**src/rtl/tpp_pkg.sv**
```systemverilog
package tpp_pkg;

  typedef enum logic [3:0] {
    S_IDLE, S_C80, S_ADR, S_DAT, S_J85, S_JAD,
    S_CLS, S_S70, S_SRD, S_E78, S_EAD, S_ERD
  } tpp_state_t;

  localparam logic [7:0] OP_LOAD  = 8'h80;
  localparam logic [7:0] OP_JUMP  = 8'h85;
  localparam logic [7:0] OP_QUEUE = 8'h11;
  localparam logic [7:0] OP_PAGE  = 8'h10;
  localparam logic [7:0] OP_CACHE = 8'h15;
  localparam logic [7:0] OP_STAT  = 8'h70;
  localparam logic [7:0] OP_ESTAT = 8'h78;

  localparam int SB_RDY = 6;
  localparam int SB_ARR = 5;
  localparam int SB_F1  = 1;
  localparam int SB_F0  = 0;

  // byte k of a 40-bit column/row word, k = 0 is the least significant
  function automatic logic [7:0] pick_byte(input logic [39:0] w, input logic [2:0] k);
    logic [39:0] s;
    s = w >> {k, 3'b000};
    return s[7:0];
  endfunction

  // readiness rule: queue wait and cache finish need bit 6; page finish needs 6 and 5
  function automatic logic ready_ok(input logic [7:0] s, input logic fin, input logic cache);
    if (!fin || cache) return s[SB_RDY];
    return s[SB_RDY] & s[SB_ARR];
  endfunction

  function automatic logic fail_bit(input logic [7:0] s, input logic cache);
    return cache ? s[SB_F1] : s[SB_F0];
  endfunction

  function automatic logic [7:0] close_code(input logic second, input logic cache);
    if (!second) return OP_QUEUE;
    return cache ? OP_CACHE : OP_PAGE;
  endfunction

endpackage

```
**src/rtl/tpp_addr.sv**
```systemverilog
module tpp_addr #(
  parameter int COL_W = 12,
  parameter int PG_W  = 6,
  parameter int BLK_W = 10
) (
  input  logic [COL_W-1:0] col_i,
  input  logic [BLK_W-1:0] blk_i,
  input  logic [PG_W-1:0]  pg_i,
  input  logic             plane_i,
  input  logic [2:0]       idx_i,
  output logic [7:0]       byte_o
);
  localparam int ROW_W = BLK_W + 1 + PG_W;

  logic [ROW_W-1:0] row;
  logic [39:0]      word;

  assign row    = {blk_i, plane_i, pg_i};
  assign word   = {24'(row), 16'(col_i)};
  assign byte_o = tpp_pkg::pick_byte(word, idx_i);
endmodule

```
**src/rtl/tpp_wait.sv**
```systemverilog
module tpp_wait #(
  parameter int TMO_W = 16
) (
  input  logic             clk,
  input  logic             rst_n,
  input  logic             clear_i,
  input  logic             tick_i,
  input  logic [TMO_W-1:0] lim_i,
  output logic             expire_o
);
  logic [TMO_W-1:0] cnt;

  always_ff @(posedge clk or negedge rst_n) begin
    if (!rst_n)       cnt <= '0;
    else if (clear_i) cnt <= '0;
    else if (tick_i)  cnt <= cnt + 1'b1;
  end

  assign expire_o = tick_i && (TMO_W'(cnt + 1'b1) == lim_i);
endmodule

```
**src/rtl/tpp_seq.sv**
```systemverilog
module tpp_seq #(
  parameter int COL_W  = 12,
  parameter int PG_W   = 6,
  parameter int BLK_W  = 10,
  parameter int DATA_N = 2112,
  parameter int TMO_W  = 16
) (
  input  logic             clk,
  input  logic             rst_n,
  input  logic             start_i,
  input  logic             cache_i,
  input  logic             kind_a_i,
  input  logic             kind_b_i,
  input  logic [BLK_W-1:0] blk_i,
  input  logic [PG_W-1:0]  page_i,
  input  logic [COL_W-1:0] col0_i,
  input  logic [COL_W-1:0] col1_i,
  input  logic [TMO_W-1:0] tmo_lim_i,
  input  logic [7:0]       din_i,
  input  logic             din_valid_i,
  output logic             din_ready_o,
  input  logic             jmp_i,
  input  logic [COL_W-1:0] jmp_col_i,
  input  logic [7:0]       sts_i,
  output logic             cle_o,
  output logic             ale_o,
  output logic             wen_o,
  output logic             ren_o,
  output logic [7:0]       dq_o,
  output logic             busy_o,
  output logic             done_o,
  output logic [1:0]       fail_o,
  output logic             tmo_o,
  output logic             rej_o
);
  import tpp_pkg::*;

  localparam int DCNT_W = $clog2(DATA_N + 1);
  localparam logic [DCNT_W-1:0] LAST_BYTE = DCNT_W'(DATA_N - 1);

  tpp_state_t        st;
  logic              plane, eplane, final_ph, cache_q;
  logic [2:0]        idx;
  logic [DCNT_W-1:0] dcnt;
  logic [COL_W-1:0]  c0_q, c1_q, jcol_q;
  logic [BLK_W-1:0]  blk_q;
  logic [PG_W-1:0]   pg_q;
  logic [1:0]        fail_q;
  logic              tmo_q, done_q, rej_q;

  // named events, observed by the checker
  logic accept_w, reject_w, data_take_w, jump_take_w;
  logic rd_ready_w, rd_fail_w, expire_w;

  logic [COL_W-1:0] col_mux;
  logic [2:0]       idx_mux;
  logic             plane_mux;
  logic [7:0]       abyte;

  assign accept_w    = (st == S_IDLE) && start_i && !kind_a_i && !kind_b_i;
  assign reject_w    = (st == S_IDLE) && start_i && (kind_a_i || kind_b_i);
  assign din_ready_o = (st == S_DAT) && !jmp_i;
  assign data_take_w = din_ready_o && din_valid_i;
  assign jump_take_w = (st == S_DAT) && jmp_i;
  assign rd_ready_w  = (st == S_SRD) && ready_ok(sts_i, final_ph, cache_q);
  assign rd_fail_w   = fail_bit(sts_i, cache_q);

  assign col_mux   = (st == S_JAD) ? jcol_q : (plane ? c1_q : c0_q);
  assign idx_mux   = (st == S_EAD) ? idx + 3'd2 : idx;
  assign plane_mux = (st == S_EAD) ? eplane : plane;

  tpp_addr #(.COL_W(COL_W), .PG_W(PG_W), .BLK_W(BLK_W)) u_addr (
    .col_i  (col_mux),
    .blk_i  (blk_q),
    .pg_i   (pg_q),
    .plane_i(plane_mux),
    .idx_i  (idx_mux),
    .byte_o (abyte)
  );

  tpp_wait #(.TMO_W(TMO_W)) u_wait (
    .clk     (clk),
    .rst_n   (rst_n),
    .clear_i (st == S_S70),
    .tick_i  ((st == S_SRD) && !rd_ready_w),
    .lim_i   (tmo_lim_i),
    .expire_o(expire_w)
  );

  // bus drive, decoded from the current state
  always_comb begin
    cle_o = 1'b0;
    ale_o = 1'b0;
    wen_o = 1'b0;
    ren_o = 1'b0;
    dq_o  = 8'h00;
    unique case (st)
      S_C80: begin cle_o = 1'b1; wen_o = 1'b1; dq_o = OP_LOAD;  end
      S_J85: begin cle_o = 1'b1; wen_o = 1'b1; dq_o = OP_JUMP;  end
      S_S70: begin cle_o = 1'b1; wen_o = 1'b1; dq_o = OP_STAT;  end
      S_E78: begin cle_o = 1'b1; wen_o = 1'b1; dq_o = OP_ESTAT; end
      S_CLS: begin cle_o = 1'b1; wen_o = 1'b1; dq_o = close_code(plane, cache_q); end
      S_ADR, S_JAD, S_EAD: begin ale_o = 1'b1; wen_o = 1'b1; dq_o = abyte; end
      S_DAT: if (data_take_w) begin wen_o = 1'b1; dq_o = din_i; end
      S_SRD, S_ERD: ren_o = 1'b1;
      default: ;
    endcase
  end

  always_ff @(posedge clk or negedge rst_n) begin
    if (!rst_n) begin
      st       <= S_IDLE;
      plane    <= 1'b0;
      eplane   <= 1'b0;
      final_ph <= 1'b0;
      cache_q  <= 1'b0;
      idx      <= '0;
      dcnt     <= '0;
      c0_q     <= '0;
      c1_q     <= '0;
      jcol_q   <= '0;
      blk_q    <= '0;
      pg_q     <= '0;
      fail_q   <= '0;
      tmo_q    <= 1'b0;
      done_q   <= 1'b0;
      rej_q    <= 1'b0;
    end else begin
      done_q <= 1'b0;
      rej_q  <= reject_w;
      unique case (st)
        S_IDLE: if (accept_w) begin
          st       <= S_C80;
          plane    <= 1'b0;
          final_ph <= 1'b0;
          cache_q  <= cache_i;
          c0_q     <= col0_i;
          c1_q     <= col1_i;
          blk_q    <= blk_i;
          pg_q     <= page_i;
          fail_q   <= '0;
          tmo_q    <= 1'b0;
        end
        S_C80: begin st <= S_ADR; idx <= '0; end
        S_ADR: begin
          if (idx == 3'd4) begin st <= S_DAT; dcnt <= '0; end
          else idx <= idx + 3'd1;
        end
        S_DAT: begin
          if (jump_take_w) begin
            st     <= S_J85;
            jcol_q <= jmp_col_i;
          end else if (data_take_w) begin
            if (dcnt == LAST_BYTE) st <= S_CLS;
            else dcnt <= dcnt + 1'b1;
          end
        end
        S_J85: begin st <= S_JAD; idx <= '0; end
        S_JAD: begin
          if (idx == 3'd1) st <= S_DAT;
          else idx <= idx + 3'd1;
        end
        S_CLS: begin st <= S_S70; final_ph <= plane; end
        S_S70: st <= S_SRD;
        S_SRD: begin
          if (rd_ready_w) begin
            if (!final_ph) begin
              st    <= S_C80;
              plane <= 1'b1;
            end else if (rd_fail_w) begin
              st     <= S_E78;
              eplane <= 1'b0;
            end else begin
              st     <= S_IDLE;
              done_q <= 1'b1;
            end
          end else if (expire_w) begin
            st     <= S_IDLE;
            done_q <= 1'b1;
            tmo_q  <= 1'b1;
          end
        end
        S_E78: begin st <= S_EAD; idx <= '0; end
        S_EAD: begin
          if (idx == 3'd2) st <= S_ERD;
          else idx <= idx + 3'd1;
        end
        S_ERD: begin
          fail_q[eplane] <= rd_fail_w;
          if (!eplane) begin
            eplane <= 1'b1;
            st     <= S_E78;
          end else begin
            st     <= S_IDLE;
            done_q <= 1'b1;
          end
        end
        default: st <= S_IDLE;
      endcase
    end
  end

  assign busy_o = (st != S_IDLE);
  assign done_o = done_q;
  assign fail_o = fail_q;
  assign tmo_o  = tmo_q;
  assign rej_o  = rej_q;
endmodule

```
**config.mk**
```make
export PLATFORM = sky130hd
export DESIGN_NAME = tpp_seq
export DESIGN_NICKNAME = d
export VERILOG_FILES = /design/src/rtl/tpp_pkg.sv /design/src/rtl/tpp_addr.sv /design/src/rtl/tpp_wait.sv /design/src/rtl/tpp_seq.sv
export SDC_FILE = /design/constraint.sdc
export NUM_CORES = 1
export LEC_CHECK = 0
export ABC_AREA = 0
export BUFFER_PORTS_ARGS = -buffer_cell sky130_fd_sc_hd__buf_2
export CAP_MARGIN = 40
export CORE_MARGIN = 2
export CORE_UTILIZATION = 55
export DETAILED_ROUTE_END_ITERATION = 7
export GPL_TIMING_DRIVEN = 0
export PLACE_DENSITY = 0.85
export SLEW_MARGIN = 25
export SYNTH_ARGS = -nofsm -noshare
export SYNTH_HDL_FRONTEND = slang
export SYNTH_SLANG_ARGS = --single-unit
```
**constraint.sdc**
```tcl
create_clock -name clk -period 7.1 [get_ports clk]
set_clock_uncertainty 0.05 [all_clocks]
set_input_delay 0.71 -clock clk [delete_from_list [all_inputs] [get_ports clk]]
set_output_delay 0.71 -clock clk [all_outputs]
set_load 0.03 [all_outputs]
```
# Word level (Yosys, flattened, before mapping)
# Index checks and enable logic that the tools add are counted.
# word_totals
ff_bits	96
input_bits	92
out_inout_bits	19
word_cells	169
# classes
addsub	4
n_lt_le_gt_ge	2
eq_ne	35
shift	1
muxes	67
bitwise	1
n_reduce_logical	42
# ops
operator	n
two-way mux 12 bit	6
one-hot mux 8 bit (7 select lines)	1
two-way mux 4 bit	12
one-hot mux 4 bit (12 select lines)	1
>> shifter 33 x 6 -> 8 bit	1
two-way mux 16 bit	2
!= test 2 bit, second input constant	14
two-way mux 1 bit	25
two-way mux 8 bit	3
one-hot mux 12 bit (2 select lines)	1
adder 16 x 1 -> 16 bit, second input constant	1
== test 16 bit	1
== test 4 x 3 -> 1 bit, second input constant	4
== test 4 bit, second input constant	4
AND reduction 4 bit	4
two-way mux 3 bit	5
adder 12 x 1 -> 12 bit, second input constant	1
== test 12 bit, second input constant	1
one-hot mux 1 bit (2 select lines)	6
one-hot mux 3 bit (4 select lines)	1
nonzero test 2 bit	6
logical AND 1 bit	11
== test 4 x 2 -> 1 bit, second input constant	2
AND reduction 2 bit	4
26 further kinds	35

# Depth between registers and ports, before layout
# Gate-level depths: netlist of run 1.
# logic_depth
ltp_word	11
depth_mapped	9
depth_no_buf	8

# Cells and area by module
# From an unflattened synthesis of run 1, not the netlist that was laid out.
# unflattened
hier_cells	583
area_unflattened_um2	5972.0
# by_module_without_submodules
mod	n_inst	cells_per_inst	area_per_inst_um2	seq_area_each_um2
tpp_seq	1	389	4192.8	2001.9
tpp_wait	1	166	1506.4	400.4
tpp_addr	1	28	272.8	0.0

# Worst setup path before layout of run 1
# Ideal clock, no wire load.
# synth_path
kind	register to output
from	register st[2]
to	output port dq_o[4]
t_arrival_ns	2.475
required_ns	6.340
path_slack_ns	3.865
stages_incl_launch_ff	6
n_path_buf	1
cell_sequence	dfrtp_1 > clkbuf_1 > nand2b_1 > o21ai_0 > a21boi_1 > a221o_1
# synth_between
elab_chain_len	5
elab_cells_between_ends	17
classes_between	eq/ne: 9; shift: 1; mux: 4; reduce/logical: 3
# synth_rtl
element	line	rtl
start: declaration	tpp_seq.sv:41	tpp_state_t st;
start signal: assignment	tpp_seq.sv:112	st <= S_IDLE;
start signal: assignment	tpp_seq.sv:133	st <= S_C80;
start signal: assignment	tpp_seq.sv:144	S_C80: begin st <= S_ADR; idx <= '0; end
parallel branches: the longest is 4 deep, another holds >> shifter 33 x 6 -> 8 bit	--	
one-hot mux 8 bit (7 select lines) (*)	tpp_seq.sv:97	unique case (st)
end: declaration	tpp_seq.sv:29	output logic [7:0] dq_o,
# Every way passes the cells marked *.

# Worst setup path after layout of run 1
# layout_path
from	register st[2]
to	output port dq_o[0]
# The elaborated chain is that of the path after synthesis.

==> results.py, run 1 <==
metrics = {
    "logic_synthesis": {
        "ys_warn_count": 0,
        "synth_nets": 665,
        "ys_ff_latch": 96,
        "syn_area_per_cell_um2": 10.01,
        "ys_types": 70,
        "synth_edf_count": 0,
        "ys.flop_type": "dfrtp_1",
        "async_reset_ff_share_pct": 100.0,
        "syn-cell-area_um2": 5673,
        "synth-seq-area-share_pct": 42.35,
        "syn_inst": 567,
    },
    "placement": {
        "portBuffers": 106,
        "routabilityCongestion": 0.9106,
        "pre_cts_ws_ns": 3.893,
        "dp.cells": 810,
        "hpwl_um": 10870,
    },
    "timing": {
        "finalWorstSetupSlack_ns": 3.385,
        "period_share_pct": 52.32,
        "rsz0062_at_grt": "no",
        "finalCriticalPeriod_ns": 3.715,
        "final_max_slew_viol_count": 0,
        "setup_viol": 0,
        "tns_ns": 0,
        "hold_viol": 0,
        "slew_headroom_pct": 52.76,
        "fmax_mhz": 269.2,
        "tightest_slew_ns": 0.7035,
    },
    "power": {
        "p_int_mw": 1.419,
        "p_sw_share_pct": 40.16,
        "leakagePower_nw": 3.008,
        "power.total_mw": 2.372,
        "combPwrFrac_pct": 46.5,
        "clockPowerShare_pct": 17.1,
        "switching_power_mw": 0.9526,
        "ir_drop_mv": 0.1864,
        "power_frac_seq_pct": 36.4,
        "power.density_nw_per_um2": 358.0,
    },
    "floorplan": {
        "rows": 37,
        "start_util_pct": 55.70,
        "ios": 111,
        "die_h_um": 105.6,
        "die_area_um2": 11140,
        "core_area_um2": 10180,
        "die_x_um": 105.6,
    },
    "worst_setup_path": {
        "crit_slowest_cell": "a21boi_1",
        "slowest_delay_ns": 0.64,
        "critPathArrivalTime_ns": 2.95,
        "cp-start-kind": "flop",
        "cp-end-kind": "output pin",
        "crit_fanout": 10,
        "worstPathRequired_ns": 6.34,
        "crit_top_cell": "o21ai_0",
        "reg2reg_slack_ns": 4.30,
        "critical_path.cell_chain": "clkbuf_1, nand2b_1, o21ai_0, a21boi_1, o21ai_0, nand2_1, buf_2",
        "critPathKind": "reg -> out",
    },
    "layout": {
        "syn_to_final_growth_pct": 16.78,
        "final_cells": 825,
        "final_cell_mix": "119 x buf_2, 96 x dfrtp_1, 58 x mux2_2, 49 x nor2_1, 38 x nand2_1",
        "mostFrequentLayoutCell": "buf_2",
        "fill_cells": 814,
        "nets": 783,
        "drive_above_1_share_pct": 30.91,
        "n_antenna_cell": 0,
    },
    "drt": {
        "via_per_inst": 6.103,
        "wirelength_um": 14680,
        "drc": 0,
        "vias": 5035,
        "dr.pass1.iters": 5,
        "wl_per_cell_um": 17.79,
        "ant_nets": 0,
        "first_iter_violations": 421,
    },
    "clocking": {
        "cts_hold_buf": 0,
        "clk_transition_reported_paths_ns": 0.10,
        "cts_buffers": 9,
        "cts_tree": "done",
        "postCtsSetupRepairBufs": 0,
        "cts.sinks": 96,
        "cts_buffer_depth": 2,
        "cts-root-buf": "clkbuf_8",
        "worstSkewPairLatency_ns": 0.39,
        "cts_max_level": 3,
        "ctsResizeCount": 0,
    },
    "global_route": {
        "grt.total_usage_pct": 27.16,
        "grt_overflow": 0,
        "grt_antenna_before_repair": 0,
        "grt_max_degree": 52,
        "grt_pass1_vias": 4959,
        "grt_pass1_wl_um": 24140,
    },
    "flow_run": {
        "maxCapViolCount": 0,
    },
    "status": {
        "outcome": "complete, no violations",
    },
    "hold_path": {
        "hold_path_class": "in -> async",
    },
}
[routing by layer]
| metal | global-route usage [%] | up-vias | share of wire [%] | wire (um) |
|---|---|---|---|---|
| met2 | 46.13 | 223 | 51 | 7430 |
| met1 | 34.40 | 2467 | 40 | 5850 |
| met4 | 8.553 | 0 | 2.6 | 382 |
| met5 | 0 | - | 0 | 0 |
| li1 | - | 2311 | - | - |
| met3 | 6.370 | 34 | 6.9 | 1016 |
[synth_stat cells (all sizes together) (2+ instances only)]
master | count | area [um2]
o211ai | 2 | 20.02
a211oi | 5 | 37.54
nand2b | 12 | 75.07
a21oi | 27 | 135.1
nor2 | 50 | 190.2
a22o | 4 | 35.03
nor2b | 4 | 25.02
a21boi | 2 | 15.02
mux2 | 59 | 664.4
nand4b | 5 | 43.79
buf | 22 | 137.6
a221o | 6 | 60.06
dfrtp | 96 | 2402
mux2i | 12 | 120.1
mux4 | 4 | 90.09
o22ai | 2 | 12.51
and2 | 11 | 68.82
nand4bb | 3 | 38.79
a2bb2oi | 2 | 17.52
nand4 | 15 | 93.84
o21ai | 40 | 204.0
nor3 | 9 | 50.05
and3 | 7 | 43.79
a31oi | 6 | 37.54
a21o | 2 | 15.01
xor2 | 14 | 122.6
ha | 6 | 75.07
o31ai | 6 | 45.04
clkbuf | 13 | 48.80
nor4 | 4 | 25.02
or3 | 3 | 18.77
nand3 | 21 | 105.1
xnor2 | 15 | 131.4
inv | 11 | 41.29
o41ai | 4 | 35.03
or3b | 2 | 17.52
and4 | 3 | 31.28
nand2 | 38 | 142.6
[worst max-delay path, delay by kind of cell, from the launching register on]
kind | cells | cell delay, ns
AND/OR/NAND/NOR | 2 | 0.37
AO/OA/AOI/OAI | 3 | 1.30
buffers and inverters | 2 | 0.44
flip-flops | 1 | 0.48
[layout make-up]
cell class	instances	area [um2]	area share (%)
Inverter	11	41.29	0.6232
Buffer	35	186.4	2.814
Clock buffer	9	123.9	1.870
Clock inverter	6	93.84	1.416
Sequential cell	96	2402	36.26
Tap cell	136	170.2	2.568
Multi-Input combinational cell	425	3043	45.93
Timing Repair Buffer	107	564.3	8.517
[sequential cells by signal, indices dropped and copies added, names as in the netlist]
register	count
u_wait.cnt	16
c0_q	12
c1_q	12
dcnt	12
jcol_q	12
blk_q	10
pg_q	6
st	4
idx	3
fail_o	2
cache_q	1
done_o	1
eplane	1
final_ph	1
plane	1
rej_o	1
tmo_o	1
[power by group through the flow]
stage / registers (mW) / logic [mW] / clock network [mW]
6_report: 0.862 / 1.10 / 0.406
4_1_cts: 0.859 / 1.10 / 0.408
2_1_floorplan: 0.843 / 0.812 / 0
3_3_place_gp: 0.850 / 1.05 / 0
3_5_place_dp: 0.869 / 1.09 / 0
5_1_grt: 0.887 / 1.20 / 0.425
[final timing paths]
check	start	end	cells past startpoint
hold / removal	rst_n	c1_q[6]$_DFFE_PN0P_	1
max in group asynchronous	rst_n	c0_q[7]$_DFFE_PN0P_	2
min in group clk	pg_q[0]$_DFFE_PN0P_	pg_q[0]$_DFFE_PN0P_	1
setup / recovery	st[2]$_DFFE_PN0P_	dq_o[0]	7
setup reg to reg	idx[0]$_DFFE_PN0P_	st[0]$_DFFE_PN0P_	8
hold reg to reg	pg_q[0]$_DFFE_PN0P_	pg_q[0]$_DFFE_PN0P_	1
[kinds of logic after synthesis]
family | Yosys count | share of synthesized area, %
buf+inv | 46 | 4.014
fa+ha+maj | 7 | 1.500
xor+xnor | 29 | 4.477
compound gates | 122 | 14.42
flops | 96 | 42.35
simple gates | 192 | 17.82
mux | 75 | 15.42
[per-stage QoR]
stage | hold WS, ns | util (%) | cell area [um2]
5_1_grt | 0.2195 | 65.05 | 6625
3_3_place_gp | 0.4315 | 62.58 | 6374
6_report | 0.1972 | 65.05 | 6625
4_1_cts | 0.2073 | 65.05 | 6625
2_1_floorplan | 0.3644 | - | 5673
3_5_place_dp | 0.4399 | 62.91 | 6407
Note: power is estimated with default switching activity, not from simulation.
==> run 2: changes to the inputs <==
==> constraint.sdc (replaced) <==
create_clock -name clk -period 3.6 [get_ports clk]
set_clock_uncertainty 0.05 [all_clocks]
set_input_delay 0.36 -clock clk [delete_from_list [all_inputs] [get_ports clk]]
set_output_delay 0.36 -clock clk [all_outputs]
set_load 0.03 [all_outputs]
==> run 2 against run 1 <==
  * Utilization is 0.098 points higher
  * Die area stayed put
  * Routed wire length up 0.25%
  * First-iteration DRC count grew 4.5%
  * Critical endpoint unchanged
  * Largest cell class unchanged
==> results.py, run 2 (synthesized netlist as in run 1, its figures left out) <==
metrics = {
    "layout": {
        "seq_area_um2": 2402,
        "top_register": "u_wait.cnt",
        "syn_to_final_growth_pct": 16.96,
        "fill_cells": 813,
        "largest_reg_flops": 16,
        "final_cell_mix": "119 x buf_2, 96 x dfrtp_1, 58 x mux2_2, 49 x nor2_1, 38 x nand2_1",
        "n_antenna_cell": 0,
        "drive_above_1_share_pct": 30.87,
        "nets": 784,
        "mostFrequentLayoutCell": "buf_2",
        "multi_input_area_um2": 3043,
    },
    "flow_run": {
        "maxCapViolCount": 0,
    },
    "clocking": {
        "cts-root-buf": "clkbuf_8",
        "cts_buffer_depth": 2,
        "cts_buffers": 9,
        "worstSkewPairLatency_ns": 0.39,
        "cts.sinks": 96,
        "ctsResizeCount": 0,
        "cts_max_level": 3,
        "cts_tree": "done",
        "clk_transition_reported_paths_ns": 0.10,
    },
    "worst_setup_path": {
        "crit_fanout": 10,
        "reg2reg_slack_ns": 0.80,
        "cp-end-kind": "output pin",
        "crit_top_cell": "o21ai_0",
        "timing.rr.end": "st[0]$_DFFE_PN0P_",
        "crit_family": "compound AO/OA/AOI/OAI gates",
        "critical_path.cell_chain": "clkbuf_1, nand2b_1, o21ai_0, a21boi_1, o21ai_0, nand2_1, buf_2",
        "r2r_cells": 8,
        "crit_buf_inv": 2,
        "cp-start-kind": "flop",
        "slowest_delay_ns": 0.63,
        "critPathArrivalTime_ns": 2.94,
        "worstPathRequired_ns": 3.19,
        "critPathKind": "reg -> out",
        "crit_slowest_cell": "a21boi_1",
        "r2r-start": "idx[0]$_DFFE_PN0P_",
    },
    "drt": {
        "first_iter_violations": 440,
        "drc": 0,
        "ant_nets": 0,
        "via_per_inst": 6.030,
        "vias": 4981,
        "dr.pass1.iters": 5,
        "wl_per_cell_um": 17.82,
        "wirelength_um": 14720,
    },
    "power": {
        "switching_power_mw": 1.884,
        "p_int_mw": 2.800,
        "power.density_nw_per_um2": 706.0,
        "power.total_mw": 4.685,
        "leakagePower_nw": 3.012,
        "ir_drop_mv": 0.3679,
        "combPwrFrac_pct": 46.6,
        "clockPowerShare_pct": 17.1,
        "p_sw_share_pct": 40.22,
        "power_frac_seq_pct": 36.3,
    },
    "timing": {
        "final_max_slew_viol_count": 0,
        "slew_headroom_pct": 52.99,
        "timing.hold.ws_ns": 0.1479,
        "hold_viol": 0,
        "finalCriticalPeriod_ns": 3.346,
        "setup_viol": 0,
        "finalWorstSetupSlack_ns": 0.2539,
        "tns_ns": 0,
        "period_share_pct": 92.95,
        "rsz0062_at_grt": "no",
        "tightest_slew_ns": 0.7001,
        "fmax_mhz": 298.9,
    },
    "hold_path": {
        "min-delay-start": "col1_i[6]",
        "min_to": "c1_q[6]$_DFFE_PN0P_",
        "worstHoldPathCells": 2,
        "hold_path_class": "in -> reg",
    },
    "placement": {
        "routabilityCongestion": 0.9106,
        "pre_cts_ws_ns": 0.7428,
        "portBuffers": 106,
        "hpwl_um": 10870,
    },
    "global_route": {
        "grt_pass1_wl_um": 24160,
        "grt_pass1_vias": 4971,
        "grt_overflow": 0,
        "grt.total_usage_pct": 27.18,
        "grt_max_degree": 52,
        "grt_antenna_before_repair": 0,
    },
    "floorplan": {
        "ios": 111,
        "core_area_um2": 10180,
        "start_util_pct": 55.70,
        "die_h_um": 105.6,
        "die_area_um2": 11140,
        "die_x_um": 105.6,
        "rows": 37,
    },
    "status": {
        "outcome": "complete, no violations",
    },
}
-- run 2: worst reg2reg max path, cell delays in order, from the launching register on --
cell,delay (ns)
dfrtp_1,0.41
clkbuf_1,0.28
clkbuf_1,0.32
inv_1,0.21
ha_1,0.22
o22ai_1,0.08
a211o_1,0.34
or3b_1,0.44
mux2_1,0.34
-- run 2: area by class of cell --
cell class / count / area share, %
clock inverter: 6 / 1.414
inverter: 11 / 0.6223
tap: 136 / 2.565
timing repair buffer: 108 / 8.655
sequential: 96 / 36.21
buffer: 35 / 2.810
multi-input combinational: 425 / 45.86
clock buffer: 9 / 1.867
-- run 2: worst max path at each step --
stage,startpoint,endpoint,slack (ns),depth (start not counted)
finish,st[2]$_DFFE_PN0P_,dq_o[0],0.25,7
global route,st[2]$_DFFE_PN0P_,dq_o[0],0.1,7
global placement,st[2]$_DFFE_PN0P_,dq_o[0],0.75,7
detailed placement,st[2]$_DFFE_PN0P_,dq_o[0],0.74,7
CTS,st[2]$_DFFE_PN0P_,dq_o[0],0.32,7
floorplan,st[2]$_DFFE_PN0P_,dq_o[4],0.71,5
-- run 2: power groups by stage --
| stage | Sequential, mW | Combinational (mW) | Clock [mW] |
|---|---|---|---|
| final | 1.70 | 2.18 | 0.799 |
| after global placement | 1.68 | 2.08 | 0 |
| after global routing | 1.75 | 2.37 | 0.839 |
| after detailed placement | 1.71 | 2.15 | 0 |
| after CTS | 1.69 | 2.17 | 0.805 |
| after floorplan | 1.66 | 1.60 | 0 |
-- run 2: timing repair --
action,4_1_cts,5_1_grt
hold endpoints to repair,45,0
hold buffers,1,0
buffers inserted,0,0
-- run 2: per-layer routing --
metal  wire [um]  part of all wire (%)  track usage [%]  up-vias
met2        7450                    51            46.22      210
li1            -                     -                -     2311
met4         383                   2.6            8.553        0
met1        5927                    40            34.40     2415
met5           0                     0                0        -
met3         954                   6.5            6.370       45
-- run 2: metrics by stage --
| step | area [um2] | util [%] | std cells |
|---|---|---|---|
| after floorplan | 5673 | - | 567 |
| after CTS | 6635 | 65.15 | 826 |
| after global routing | 6635 | 65.15 | 826 |
| after detailed placement | 6407 | 62.91 | 810 |
| after global placement | 6374 | 62.58 | 809 |
| final | 6635 | 65.15 | 826 |
